--- config.mk ---
export PLATFORM = sky130hd
export DESIGN_NAME = bch_meggitt_dec
export DESIGN_NICKNAME = d
export VERILOG_FILES = /design/src/rtl/bch_dec_pkg.sv /design/src/rtl/bch_dec_seq.sv /design/src/rtl/bch_syn_reg.sv /design/src/rtl/bch_word_buf.sv /design/src/rtl/bch_meggitt_dec.sv
export SDC_FILE = /design/constraint.sdc
export NUM_CORES = 1
export LEC_CHECK = 0
export BUFFER_PORTS_ARGS = -buffer_cell sky130_fd_sc_hd__buf_2
export CORE_UTILIZATION = 35
export CTS_CLUSTER_SIZE = 30
export DETAILED_ROUTE_END_ITERATION = 6
export SKIP_CTS_REPAIR_TIMING = 1
export SLEW_MARGIN = 20
export SYNTH_ARGS = -nofsm -noshare
export SYNTH_HDL_FRONTEND = slang
export SYNTH_SLANG_ARGS = --single-unit
--- constraint.sdc ---
create_clock -name clk -period 4.2 [get_ports clk]
set_clock_uncertainty 0.05 [all_clocks]
set_input_delay 0 -clock clk [delete_from_list [all_inputs] [get_ports clk]]
set_output_delay 0 -clock clk [all_outputs]
set_load 0.05 [all_outputs]
--- src/rtl/bch_dec_pkg.sv ---
package bch_dec_pkg;

   typedef enum logic [2:0] {
      PH_IDLE,
      PH_LOAD,
      PH_HOLD,
      PH_ROT,
      PH_SEND
   } phase_e;

   // Remainder of x^(n-1) divided by the generator (bit r of gen is x^r).
   function automatic int unsigned top_pos_rem(input int n, input int r,
                                               input int unsigned gen);
      int unsigned acc;
      acc = 1;
      for (int i = 1; i < n; i++) begin
         acc = acc << 1;
         if (((acc >> r) & 1) != 0) acc = acc ^ gen;
      end
      return acc;
   endfunction

endpackage

--- src/rtl/bch_dec_seq.sv ---
module bch_dec_seq
   import bch_dec_pkg::*;
#(
   parameter int N = 15
) (
   input  logic   clk,
   input  logic   rst_n,
   input  logic   start,
   input  logic   sr,
   output phase_e phase,
   output logic   last
);
   localparam int CW = (N > 1) ? $clog2(N) : 1;
   localparam logic [CW-1:0] LAST_IDX = CW'(N - 1);

   logic [CW-1:0] cnt;

   assign last = (cnt == LAST_IDX);

   always_ff @(posedge clk or negedge rst_n) begin
      if (!rst_n) begin
         phase <= PH_IDLE;
         cnt   <= '0;
      end else begin
         unique case (phase)
            PH_IDLE: if (start && !sr) begin
               phase <= PH_LOAD;
               cnt   <= CW'(1);
            end
            PH_LOAD: if (last) begin
               phase <= PH_HOLD;
               cnt   <= '0;
            end else cnt <= cnt + CW'(1);
            PH_HOLD: if (sr) begin
               phase <= PH_ROT;
               cnt   <= '0;
            end
            PH_ROT: if (last) begin
               phase <= PH_SEND;
               cnt   <= '0;
            end else cnt <= cnt + CW'(1);
            PH_SEND: if (last) begin
               phase <= PH_IDLE;
               cnt   <= '0;
            end else cnt <= cnt + CW'(1);
            default: begin
               phase <= PH_IDLE;
               cnt   <= '0;
            end
         endcase
      end
   end


   idle_sr_chk: assert property (@(posedge clk) disable iff (!rst_n)
      (phase == PH_IDLE && sr) |=> (phase == PH_IDLE));


   load_len_chk: assert property (@(posedge clk) disable iff (!rst_n)
      (phase == PH_LOAD && last) |=> (phase == PH_HOLD));


   rot_len_chk: assert property (@(posedge clk) disable iff (!rst_n)
      (phase == PH_ROT && last) |=> (phase == PH_SEND));


   send_exit_chk: assert property (@(posedge clk) disable iff (!rst_n)
      (phase == PH_SEND && last) |=> (phase == PH_IDLE));

endmodule

--- src/rtl/bch_syn_reg.sv ---
module bch_syn_reg #(
   parameter int           R    = 4,
   parameter logic [R:0]   GEN  = 5'b10011,
   parameter logic [R-1:0] TRAP = 4'b1001
) (
   input  logic         clk,
   input  logic         rst_n,
   input  logic         first,
   input  logic         shift_in,
   input  logic         bit_in,
   input  logic         rotate,
   output logic         hit,
   output logic [R-1:0] syn
);
   logic [R-1:0] base;
   logic [R-1:0] nxt;
   logic         fb;
   logic         in_bit;

   assign hit    = rotate && (syn == TRAP);
   assign base   = first ? '0 : (syn ^ (hit ? TRAP : '0));
   assign fb     = base[R-1];
   assign in_bit = shift_in & bit_in;

   // One stage per generator coefficient; a tap is built only where g has a 1.
   for (genvar i = 0; i < R; i++) begin : g_stage
      if (i == 0) begin : g_lsb
         assign nxt[0] = fb ^ in_bit;
      end else if (GEN[i]) begin : g_tap
         assign nxt[i] = base[i-1] ^ fb;
      end else begin : g_plain
         assign nxt[i] = base[i-1];
      end
   end

   always_ff @(posedge clk or negedge rst_n) begin
      if (!rst_n)                 syn <= '0;
      else if (shift_in || rotate) syn <= nxt;
   end


   zero_stay_chk: assert property (@(posedge clk) disable iff (!rst_n)
      (rotate && syn == '0) |=> (syn == '0));

endmodule

--- src/rtl/bch_word_buf.sv ---
module bch_word_buf #(
   parameter int N = 15
) (
   input  logic clk,
   input  logic rst_n,
   input  logic shift_in,
   input  logic bit_in,
   input  logic rotate,
   input  logic flip,
   input  logic send,
   output logic top_bit
);
   logic [N-1:0] word;

   assign top_bit = word[N-1];

   always_ff @(posedge clk or negedge rst_n) begin
      if (!rst_n)        word <= '0;
      else if (shift_in) word <= {word[N-2:0], bit_in};
      else if (rotate)   word <= {word[N-2:0], word[N-1] ^ flip};
      else if (send)     word <= {word[N-2:0], 1'b0};
   end


   rot_keep_chk: assert property (@(posedge clk) disable iff (!rst_n)
      (rotate && !flip && !shift_in) |=> ($countones(word) == $countones($past(word))));

endmodule

--- src/rtl/bch_meggitt_dec.sv ---
module bch_meggitt_dec
   import bch_dec_pkg::*;
#(
   parameter int         N   = 15,
   parameter int         R   = 4,
   parameter logic [R:0] GEN = 5'b10011
) (
   input  logic clk,
   input  logic rst_n,
   input  logic start,
   input  logic sr,
   input  logic d_in,
   output logic d_out,
   output logic d_valid
);
   localparam logic [R-1:0] TRAP = R'(top_pos_rem(N, R, int'(GEN)));

   if (R < 2 || R > 16) begin : g_bad_r
      $error("bch_meggitt_dec: R out of range");
   end
   if (GEN[R] != 1'b1 || GEN[0] != 1'b1) begin : g_bad_gen
      $error("bch_meggitt_dec: generator needs x^R and constant terms");
   end
   if (N <= R || N > (2 ** R) - 1) begin : g_bad_n
      $error("bch_meggitt_dec: N must lie in (R, 2^R-1]");
   end

   phase_e phase;
   logic   last;
   logic   take;
   logic   first;
   logic   rot;
   logic   snd;
   logic   hit;
   logic   top_bit;
   logic [R-1:0] syn;

   bch_dec_seq #(.N(N)) u_seq (
      .clk   (clk),
      .rst_n (rst_n),
      .start (start),
      .sr    (sr),
      .phase (phase),
      .last  (last)
   );

   assign first = (phase == PH_IDLE);
   assign take  = (first && start && !sr) || (phase == PH_LOAD);
   assign rot   = (phase == PH_ROT);
   assign snd   = (phase == PH_SEND);

   bch_syn_reg #(.R(R), .GEN(GEN), .TRAP(TRAP)) u_syn (
      .clk      (clk),
      .rst_n    (rst_n),
      .first    (first),
      .shift_in (take),
      .bit_in   (d_in),
      .rotate   (rot),
      .hit      (hit),
      .syn      (syn)
   );

   bch_word_buf #(.N(N)) u_buf (
      .clk      (clk),
      .rst_n    (rst_n),
      .shift_in (take),
      .bit_in   (d_in),
      .rotate   (rot),
      .flip     (hit),
      .send     (snd),
      .top_bit  (top_bit)
   );

   assign d_valid = snd;
   assign d_out   = snd & top_bit;

   // Correction count for the current word, checked below.
   logic [1:0] fixes;
   always_ff @(posedge clk or negedge rst_n) begin
      if (!rst_n)                       fixes <= '0;
      else if (first)                   fixes <= '0;
      else if (hit && fixes != 2'd3)    fixes <= fixes + 2'd1;
   end


   single_fix_chk: assert property (@(posedge clk) disable iff (!rst_n)
      (fixes <= 2'd1));


   syn_clear_chk: assert property (@(posedge clk) disable iff (!rst_n)
      (rot && last) |=> (syn == '0));


   quiet_out_chk: assert property (@(posedge clk) disable iff (!rst_n)
      !d_valid |-> !d_out);

endmodule

==> results of run 1 <==
==> critical path, delay by kind of cell, from the launching register on <==
family | cells | cell delay [ns]
buffers and inverters | 1 | 0.26
and+or+nand+nor | 2 | 0.52
DFF | 1 | 0.56
==> layout make-up <==
cell class / count / share of cell area (%)
clock inverter: 1 / 2.10
tap: 46 / 4.02
clock buffer: 3 / 2.88
multi-input combinational: 70 / 42.0
timing repair buffer: 7 / 2.79
inverter: 3 / 0.786
sequential: 26 / 45.4
==> through the flow <==
stage | util [%] | cells
4_1_cts | 41.3 | 155
5_1_grt | 41.6 | 156
3_3_place_gp | 39.3 | 151
3_5_place_dp | 39.3 | 151
2_1_floorplan | - | 103
6_report | 41.6 | 156
==> cells in the mapped netlist, drive strengths merged (2+ instances only) <==
library cell | instances | share of area [%]
a21o | 4 | 2.3
inv | 3 | 0.87
o21ai | 10 | 4.2
buf | 4 | 2.4
nand3 | 3 | 1.2
a22o | 2 | 1.4
nor2 | 4 | 1.2
a21oi | 2 | 0.77
dfrtp | 26 | 50
nor3 | 2 | 0.77
ha | 2 | 1.9
nand2 | 8 | 2.9
o211ai | 3 | 2.8
nand2b | 2 | 1.2
xnor2 | 2 | 1.4
mux2 | 14 | 15
nor2b | 2 | 1.4
==> metal layers <==
layer / wire length, µm / vias to the layer above / GRT usage (%)
li1: - / 378 / -
met1: 1040 / 379 / 16.0
met2: 937 / 7 / 17.5
met3: 54 / 2 / 2.92
met4: 20 / 0 / 3.49
met5: 0 / - / 0
==> state kept, by name, indices dropped and copies added, names as in the netlist <==
signal and flops:
u_seq.phase 3, u_seq.cnt 4, u_buf.word 15, u_syn.syn 4
==> where the power goes <==
part | switching, mW | internal (mW)
combinational | 0.164 | 0.224
sequential | 0.0919 | 0.364
clock | 0.0811 | 0.127
==> layout by cell type, fill, tap and decap left out, drive strengths merged <==
cell type	n
nor3	2
nand2	8
a21oi	2
a31oi	1
o31ai	1
buf	6
nor2b	2
xor2	1
inv	3
o211ai	3
xnor2	2
mux2	14
nor4b	1
dlygate4sd3	1
a211oi	1
nand3	3
and4bb	1
clkbuf	3
ha	2
and2	1
dfrtp	26
o21ai	10
a22o	2
o21bai	1
a21boi	1
a21o	4
nor2	4
bufinv	1
nand2b	2
nor3b	1
==> final timing paths <==
path / start / to / slack (ns) / cells past startpoint
setup / recovery: u_seq.phase[2]$_DFFE_PN0P_ / d_out / 2.55 / 3
hold / removal: d_in / u_buf.word[0]$_DFFE_PN0P_ / 0.03 / 3
setup reg to reg: u_seq.phase[2]$_DFFE_PN0P_ / u_buf.word[3]$_DFFE_PN0P_ / 2.64 / 3
hold reg to reg: u_buf.word[3]$_DFFE_PN0P_ / u_buf.word[4]$_DFFE_PN0P_ / 0.44 / 1
max in group asynchronous: rst_n / u_seq.cnt[3]$_DFFE_PN0P_ / 3.50 / 2
min in group asynchronous: rst_n / u_syn.syn[0]$_DFFE_PN0P_ / 0.21 / 2
==> cell families after synthesis <==
logic type | after synthesis | share of synthesized area [%]
AOI/OAI and AO/OA | 26 | 14.9
DFF | 26 | 50.2
and+or+nand+nor | 25 | 12.6
muxes | 14 | 15.1
buffers and inverters | 7 | 3.28
xor gates and xnor gates | 3 | 2.03
adders and majority gates | 2 | 1.93
==> results list, run 1 <==
- After routing the design area is 1430 µm².
- CP Launch Type: flip-flop
* Worst Path Required: 4.15 ns
* Reg area: 651 µm²
- Synthesis inferred 26 register bits.
- Synthesis instantiated 36 different standard cells from the library.
- Boundary Pins: 7
* Status: completed
* Worst Path Max Fanout: 9
* Max-cap check violation count: 0
- Port bufs: 6
* Cell Pwr Density: 734 nW/µm²
* Syn-to-layout area delta: 10.6%
- Gr usage total: 11.5%
- Worst Setup End Kind: output port
- Once routing completed, OpenROAD measured the worst setup slack at 2.55 ns.
- Summing all multi-input logic gate instances after layout gives 602 µm².
- The first global-routing pass estimated 3590 µm of wire.
- Number of fillers in the final layout: 325
- Clock-pin slew was measured on the worst setup and hold paths at 0.10 ns.
- A synthesized cell averages 12.6 µm².
- Number of nets in the layout: 118
- Grt ovf: 0
- Once the floorplan was initialized, standard cells occupied 37.6% of the core.
- Among all stages on the critical path, the largest delay is contributed by sky130_fd_sc_hd__dfrtp_1.
* Post-Place Setup Slack: 2.64 ns
- RSZ-0062 raised after global routing: no
- Routed wire per std cell: 13.2 µm
- The die is 62.8 µm wide.
- Post-route total power: 1.05 mW
- The wire-length estimate of the detail-placed layout is 1440 µm.
- The routed layout has 766 vias.
- Among all flip-flop cells after synthesis, the most frequent one is sky130_fd_sc_hd__dfrtp_1.
- Buffers inserted during clock tree synthesis total 3.
* Final worst-path cycle share: 39.2%
- Post-detailed-routing wire length: 2050 µm
- CTS placed an instance of sky130_fd_sc_hd__clkbuf_8 at the clock tree root.
- Measured against its own limit, the worst slew margin works out to 60.3%.
* # DRC: 0
- During synthesis, Yosys emitted a total of 0 warnings.
- At the end of routability-driven placement, the weighted congestion stood at 0.747.
- Number of standard cells after synthesis: 103
* Die ar.: 3950 µm²
- Cell-by-cell trace of the critical path: nor3b_4, and2_1, buf_2
- Num rows: 21
- Proportion of synthesized chip area in sequential cells: 50.2%
- In the final layout, the share of cells above drive strength 1 is 29.1%.
* Post-Route Setup TNS: 0 ns
- Number of global-route vias before repair: 763
- In the routed layout, each cell is associated on average with a via count of 4.91.
- 0 antenna diodes ended up in the layout.
- TritonCTS built the clock tree.
- Count of endpoints failing setup in the final report: 0
- Post-route antenna net violation count: 0
- Leakage dissipation: 0.659 nW
- The worst-case IR drop observed on VDD is 0.184 mV.
* Count of flip-flops with a built-in enable after synthesis: 0
- At the later pin of the worst-skew pair, clock insertion delay measures 0.27 ns.
* Core ar.: 3440 µm²
- The clock period could shrink to 1.65 ns.
* Largest stage delay on the critical path: 0.56 ns
* FFs w/ async S/R, synth: 100%
- Worst slew pin tran: 0.595 ns
* Die boundary height: 62.8 µm
- Synthesized netlist net count: 110
- The clock passes through at most 2 buffers.
- Number of slew-limit violations in the final report: 0
- For this run, the detailed router's first-pass iteration total came to 4.
- Clock H-tree levels: 1
* Maximum achievable frequency: 607 MHz
- Worst min-delay path class: in2reg
- The synthesized netlist occupies a cell area of 1290 µm².
- After detailed placement, the total cell area comes to 1350 µm².
* Worst setup path class: reg2out
- For this design, the sink count on the clock tree is 26.
* Crit path DAT: 1.60 ns
- Pin count of the biggest net entering global routing: 27
* Final number of hold-violating endpoints: 0
- The first routing iteration left 80 violations.
* Hold Slack: 0.0321 ns
- The initial antenna violation count came to 0.
No activity file was read; power rests on OpenSTA's default activity.
==> inputs of run 2 (changes only) <==
==> constraint.sdc (replaced) <==
create_clock -name clk -period 1.5 [get_ports clk]
set_clock_uncertainty 0.05 [all_clocks]
set_input_delay 0 -clock clk [delete_from_list [all_inputs] [get_ports clk]]
set_output_delay 0 -clock clk [all_outputs]
set_load 0.05 [all_outputs]
==> run 2 against run 1 <==
  * Combinational power increased to 3.3 times the previous value
  * Largest cell class unchanged
  * Register-to-register slack got worse by 2.6 ns
  * Via count increased by 7.6%
  * Sequential share of layout area decreased by 2.8 points
  * Total power increased to 3.0 times the previous value
  * Utilization increased by 2.9 points
  * Flip-flop and latch count unchanged
  * Final area increased by 7.1%
  * Largest power group is now combinational logic
  * Die area unchanged
==> results list, run 2 (same netlist as run 1, synthesis figures left out) <==
- In this run the remaining antenna-violating nets after routing total 0.
* Number of slew-limit violations in the final report: 0
- Across the run, the number of max-cap violations was 0.
- Antenna violations before repair: 0
- After routing the design area is 1530 µm².
- Worst Min Path Start: d_in
- The die covers 3950 µm².
* Maximum root-to-sink buffer count: 2
* Number of flip-flops in the largest register: 15
- Sink of the worst hold path: u_buf.word[0]$_DFFE_PN0P_
- In this run, the number of DRC markers left after iteration 0 of detailed routing was 27.
- Boundary Pins: 7
* DPL Wire Length: 1480 µm
- The repair_antennas step left the layout with diodes totalling 0.
* Worst setup path class: reg2out
- R2r startpoint: u_seq.phase[2]$_DFFE_PN0P_
- The tightest min-delay check is of the in2reg type.
- For this design, the sink count on the clock tree is 26.
- Regs by FF count: u_buf.word: 15 flops, u_seq.cnt: 4 flops, u_syn.syn: 4 flops
- Power spread over the standard cell area amounts to 2020 nW/µm².
* Wire length of the first global-routing pass: 3680 µm
* Root buffer selected by CTS: sky130_fd_sc_hd__clkbuf_8
- Most used cells in the layout excluding fill and tap cells: sky130_fd_sc_hd__dfrtp_1 (23), sky130_fd_sc_hd__mux2_4 (10), sky130_fd_sc_hd__buf_4 (9)
- For this run, design rule violations remaining after detail routing come to 0.
- Most common cell after layout, fill and taps aside: sky130_fd_sc_hd__dfrtp_1
* Worst Path Max Fanout: 7
- For this configuration, the core starts out at a cell density of 37.6%.
- Once layout is complete, the cells apart from fillers number 165.
- Length of the first detailed-routing pass in iterations: 4
- Worst reg2reg endpoint: u_buf.word[3]$_DFFE_PN0P_
- Setup repair after global routing could not meet its margin everywhere.
- Length in cells of the worst reg-to-reg path: 3
- Measured along the x axis, the die boundary spans 62.8 µm.
- After floorplanning, the core was divided into 21 placement rows.
* Post-detailed-routing wire length: 2100 µm
* RePlAce Congestion: 0.792
- Global routing used 11.9% of the available tracks across all layers.
* Syn-to-layout area delta: 18.5%
* Number of global-route vias before repair: 785
* Die boundary height: 62.8 µm
- Worst slew pin tran: 0.580 ns
- Dividing the detail-routed wire length by the instance count gives 12.7 µm.
* Worst Setup End Kind: output port
* Count of endpoints failing setup in the final report: 0
* Final Critical Period: 1.48 ns
- Number of nets in the layout: 127
- Data on the critical path arrives at its endpoint at 1.43 ns.
* Number of cells after detailed placement: 159
- Summed over all layers, the global routing overflow is 0.
- Clock latency on the worst-skew pair, taken at its later pin, is 0.27 ns.
- Vias per Instance: 4.99
- Final number of hold-violating endpoints: 0
- CP Launch Type: flip-flop
* Leakage dissipation: 0.706 nW
* Clock-pin slew reported for the worst setup and hold paths after clock tree synthesis: 0.09 ns
- Pin count of the biggest net entering global routing: 27
- Worst-case headroom to the max-slew limit: 61.3%
- The worst register-to-register path has a setup slack of 0.08 ns.
- Vias after detailed routing: 824
- Final worst-path cycle share: 98.4%
- Largest reg by FF count: u_buf.word
* Instance count along the most critical hold path: 3
- In this run the number of H-tree levels came out at 1.
- Core ar.: 3440 µm²
- After detailed placement, the total cell area comes to 1410 µm².
* CP Launch Point: u_seq.phase[0]$_DFFE_PN0P_
- TritonCTS built the clock tree.
* Post-route total power: 3.10 mW
* Hold Slack: 0.0408 ns
* Share of cells above drive strength 1: 37.8%
* Worst supply voltage drop on vdd: 1.06 mV
- Based on the critical path, the design can be clocked at up to 677 MHz.
- During placement, the flow inserted port buffers numbering 6.
- Cts bufs inserted: 3
* Status: completed
- Worst Path Required: 1.45 ns
run 2: routing by layer:
layer | GRT usage [%] | wire (µm) | vias up
met1 | 16.8 | 1080 | 413
li1 | - | - | 399
met3 | 3.83 | 61 | 2
met4 | 2.62 | 17 | 0
met2 | 17.8 | 937 | 10
met5 | 0 | 0 | -
run 2: area by class of cell:
cell class	count	area, µm²
clock inverters	1	30.0
inverters	3	11.3
clock buffers	3	41.3
multi-input cells	70	619
flip-flops and latches	26	654
fillers	321	1910
repair buffers	16	120
well taps	46	57.6
run 2: metrics by stage:
stage,setup TNS [ns],util (%),setup slack (ns)
after floorplan,-0.363,-,-0.171
after global placement,0,41.0,0.0145
after detailed placement,-0.0687,41.0,-0.0194
after CTS,-0.432,43.1,-0.153
after global routing,-0.0643,44.6,-0.0412
final,0,44.6,0.0236
run 2: worst max-delay path by stage:
stage,cells after the start,end
2_1_floorplan,5,u_seq.cnt[2]$_DFFE_PN0P_
6_report,4,d_out
3_3_place_gp,4,u_buf.word[2]$_DFFE_PN0P_
5_1_grt,4,d_out
4_1_cts,4,d_out
3_5_place_dp,3,u_buf.word[4]$_DFFE_PN0P_
run 2: worst max-delay path, cell delays in order, from the launching register on:
cell and delay, ns:
sky130_fd_sc_hd__dfrtp_2 0.45, sky130_fd_sc_hd__buf_4 0.15, sky130_fd_sc_hd__nor3b_4 0.21, sky130_fd_sc_hd__and2_2 0.19
sky130_fd_sc_hd__buf_6 0.15
run 2: where the power goes:
part | internal [mW] | switching (mW)
logic | 0.751 | 0.536
registers | 1.02 | 0.218
clock network | 0.357 | 0.220
==> inputs of run 3 (changes only) <==
--- a/config.mk
+++ b/config.mk
@@ -6,9 +6,10 @@
 export NUM_CORES = 1
 export LEC_CHECK = 0
 export BUFFER_PORTS_ARGS = -buffer_cell sky130_fd_sc_hd__buf_2
-export CORE_UTILIZATION = 35
+export CORE_UTILIZATION = 50
 export CTS_CLUSTER_SIZE = 30
 export DETAILED_ROUTE_END_ITERATION = 6
+export PLACE_DENSITY_LB_ADDON = 0.25
 export SKIP_CTS_REPAIR_TIMING = 1
 export SLEW_MARGIN = 20
 export SYNTH_ARGS = -nofsm -noshare
==> run 3 against run 2 <==
  * The run now ends with negative setup slack left
  * Global-route usage up 7.2 points
  * Sequential share of layout area up 0.37 points
  * Clock power down 16%
  * Wire length up 11%
  * Flip-flop and latch count unchanged
  * Worst setup slack worse by 0.057 ns
  * Worst hold slack worse by 0.017 ns
  * Die area down 29%
  * Final area down 1.1%
  * Highest routed layer unchanged
==> results list, run 3 (same netlist as run 1, synthesis figures left out) <==
- Number of slew-limit violations in the final report: 0
- Final number of hold-violating endpoints: 0
- Kind of cell adding the most delay to the critical path: buffers and inverters
- In this run the tightest slew margin relative to its limit is 61.0%.
- Post-Route Setup TNS: -0.0643 ns
- Largest stage delay on the critical path: 0.46 ns
- For this configuration, the core starts out at a cell density of 52.8%.
- The floorplan step set the die width to 52.9 µm.
- In the final layout, flip-flops and latches occupy 653 µm².
* Number of global-route vias before repair: 830
- Length of the first detailed-routing pass in iterations: 4
- Share of cells above drive strength 1: 37.5%
- The cell that appears most often on the critical path is sky130_fd_sc_hd__buf_6.
- Util after Layout: 61.8%
- The worst setup path is launched from a flip-flop.
- 7 I/O pins were placed.
- Cts bufs inserted: 3
- Most common cell after layout, fill and taps aside: sky130_fd_sc_hd__dfrtp_1
- The floorplan has 18 rows.
- The critical path goes through buf_6, nor3b_4, buf_4, buf_6.
- Maximum achievable frequency: 652 MHz
- Grt ovf: 0
* Clock-pin slew reported for the worst setup and hold paths after clock tree synthesis: 0.15 ns
- Max-cap check violation count: 0
- DPL Wire Length: 1590 µm
* Worst Path Max Fanout: 5
- In this run the worst hold path is classified as in2reg.
- The final reports fail on negative setup slack.
* Pin count of the biggest net entering global routing: 27
- Summing all multi-input logic gate instances after layout gives 628 µm².
- The clock drives 26 sinks.
* Post-route total power: 3.09 mW
- Post-Place Setup Slack: 0.0119 ns
* Most used cells in the layout excluding fill and tap cells: sky130_fd_sc_hd__dfrtp_1 (24), sky130_fd_sc_hd__mux2_4 (10), sky130_fd_sc_hd__buf_4 (9)
- Clock tree synthesis selected as its root buffer the cell sky130_fd_sc_hd__clkbuf_4.
* DRC marker count from the first detailed-route iteration: 12
- Die boundary height: 52.9 µm
* Largest reg by FF count: u_buf.word
* Core ar.: 2450 µm²
- Number of stages on the worst setup path: 4
* Count of endpoints failing setup in the final report: 2
* Vias per Instance: 5.46
- Status: finished with violations
- Syn-to-layout area delta: 17.2%
- At the end of routability-driven placement, the weighted congestion stood at 0.789.
- Number of nets in the layout: 128
- Routed wire per std cell: 15.4 µm
- Post-Layout Inst Area: 1520 µm²
- In this run the static leakage power is 0.708 nW.
* Wire length of the first global-routing pass: 3750 µm
* RSZ-0062 raised after global routing: yes
- Vias after detailed routing: 819
* # DRC: 0
- Measured in cells, the most critical reg-to-reg path has a length of 3.
* Final Critical Period: 1.53 ns
* Worst Path Required: 1.45 ns
- Final worst-path cycle share: 102%
- Total inserted antenna cells: 0
* Die ar.: 2800 µm²
- Maximum root-to-sink buffer count: 2
- Instance count along the most critical hold path: 3
- In this run the number of H-tree levels came out at 1.
- The final layout contains routed wiring with a total length of 2320 µm.
* Cell Pwr Density: 2030 nW/µm²
* Number of fillers in the final layout: 198
- Worst Setup End Kind: output port
* Regs by FF count: u_buf.word: 15 flops, u_seq.cnt: 4 flops, u_syn.syn: 4 flops
- TritonCTS clock tree: built
- VDD sags by at most 0.914 mV.
- Clock network latency to the later pin of the worst-skew pair: 0.32 ns
- Setup slack on the critical path of the routed design comes to -0.0332 ns.
- Post-route antenna net violation count: 0
* Worst setup path class: reg2out
- The count of buffers added on input and output ports is 6.
* Worst-case register-to-register setup slack: 0.03 ns
- The register with the most flip-flops in the layout has 15 of them.
- The initial antenna violation count came to 0.
- Across every metal layer, demand over resource in global routing totals 19.2%.
- CP max-delay cell: sky130_fd_sc_hd__dfrtp_1
- In this run the cell area measured after placement is 1400 µm².
- Together, buffers and inverters on the worst path number 3.
* Crit path DAT: 1.48 ns
- Worst slew pin tran: 0.585 ns
[run 3: cell types whose count changed in the layout (fill, tap and decap cells not counted)]
| cell | before | now |
|---|---|---|
| sky130_fd_sc_hd__dfrtp_1 | 23 | 24 |
| sky130_fd_sc_hd__dfrtp_2 | 3 | 2 |
| sky130_fd_sc_hd__buf_8 | 0 | 1 |
| sky130_fd_sc_hd__clkbuf_8 | 3 | 0 |
| sky130_fd_sc_hd__a211oi_2 | 1 | 0 |
| sky130_fd_sc_hd__clkbuf_4 | 0 | 3 |
| sky130_fd_sc_hd__a211oi_4 | 0 | 1 |
| sky130_fd_sc_hd__and2_4 | 0 | 1 |
| sky130_fd_sc_hd__and2_2 | 1 | 0 |
[run 3: metal layers]
metal / up-vias / wire (µm) / global-route usage [%]
li1: 401 / - / -
met1: 412 / 1060 / 24.1
met2: 4 / 1200 / 32.1
met3: 2 / 36 / 2.59
met4: 0 / 19 / 9.21
met5: - / 0 / 0
[run 3: per-stage QoR]
step           std cells  hold slack, ns
3_3_place_gp         144         -0.0305
5_1_grt              150         0.00980
3_5_place_dp         144         -0.0239
2_1_floorplan        103          -0.346
6_report             150          0.0239
4_1_cts              148          -0.396
[run 3: layout make-up]
cell class,instances,area share [%]
Clock buffer,3,1.48
Inverter,3,0.742
Clock inverter,1,1.98
Multi-Input combinational cell,70,41.4
Timing Repair Buffer,17,8.90
Sequential cell,26,43.0
Tap cell,30,2.47
[run 3: power by group]
group          internal (mW)  switching [mW]  leakage (nW)
clock                  0.270           0.215        0.0279
combinational          0.783           0.573         0.357
sequential              1.02           0.230         0.323
[run 3: path summary, 6_finish.rpt]
kind	startpoint	endpoint
worst max-delay path	u_seq.phase[0]$_DFFE_PN0P_	d_valid
worst min-delay path	d_in	u_buf.word[0]$_DFFE_PN0P_
worst max register to register	u_seq.phase[2]$_DFFE_PN0P_	u_buf.word[2]$_DFFE_PN0P_
worst min register to register	u_buf.word[3]$_DFFE_PN0P_	u_buf.word[4]$_DFFE_PN0P_
max in group asynchronous	rst_n	u_seq.phase[2]$_DFFE_PN0P_
min in group asynchronous	rst_n	u_syn.syn[2]$_DFFE_PN0P_
[run 3: worst register-to-register path, cell delays in order, from the launching register on]
cell and delay, ns:
sky130_fd_sc_hd__dfrtp_2 0.53, sky130_fd_sc_hd__o211ai_4 0.29, sky130_fd_sc_hd__nand2_8 0.15, sky130_fd_sc_hd__mux2_1 0.34
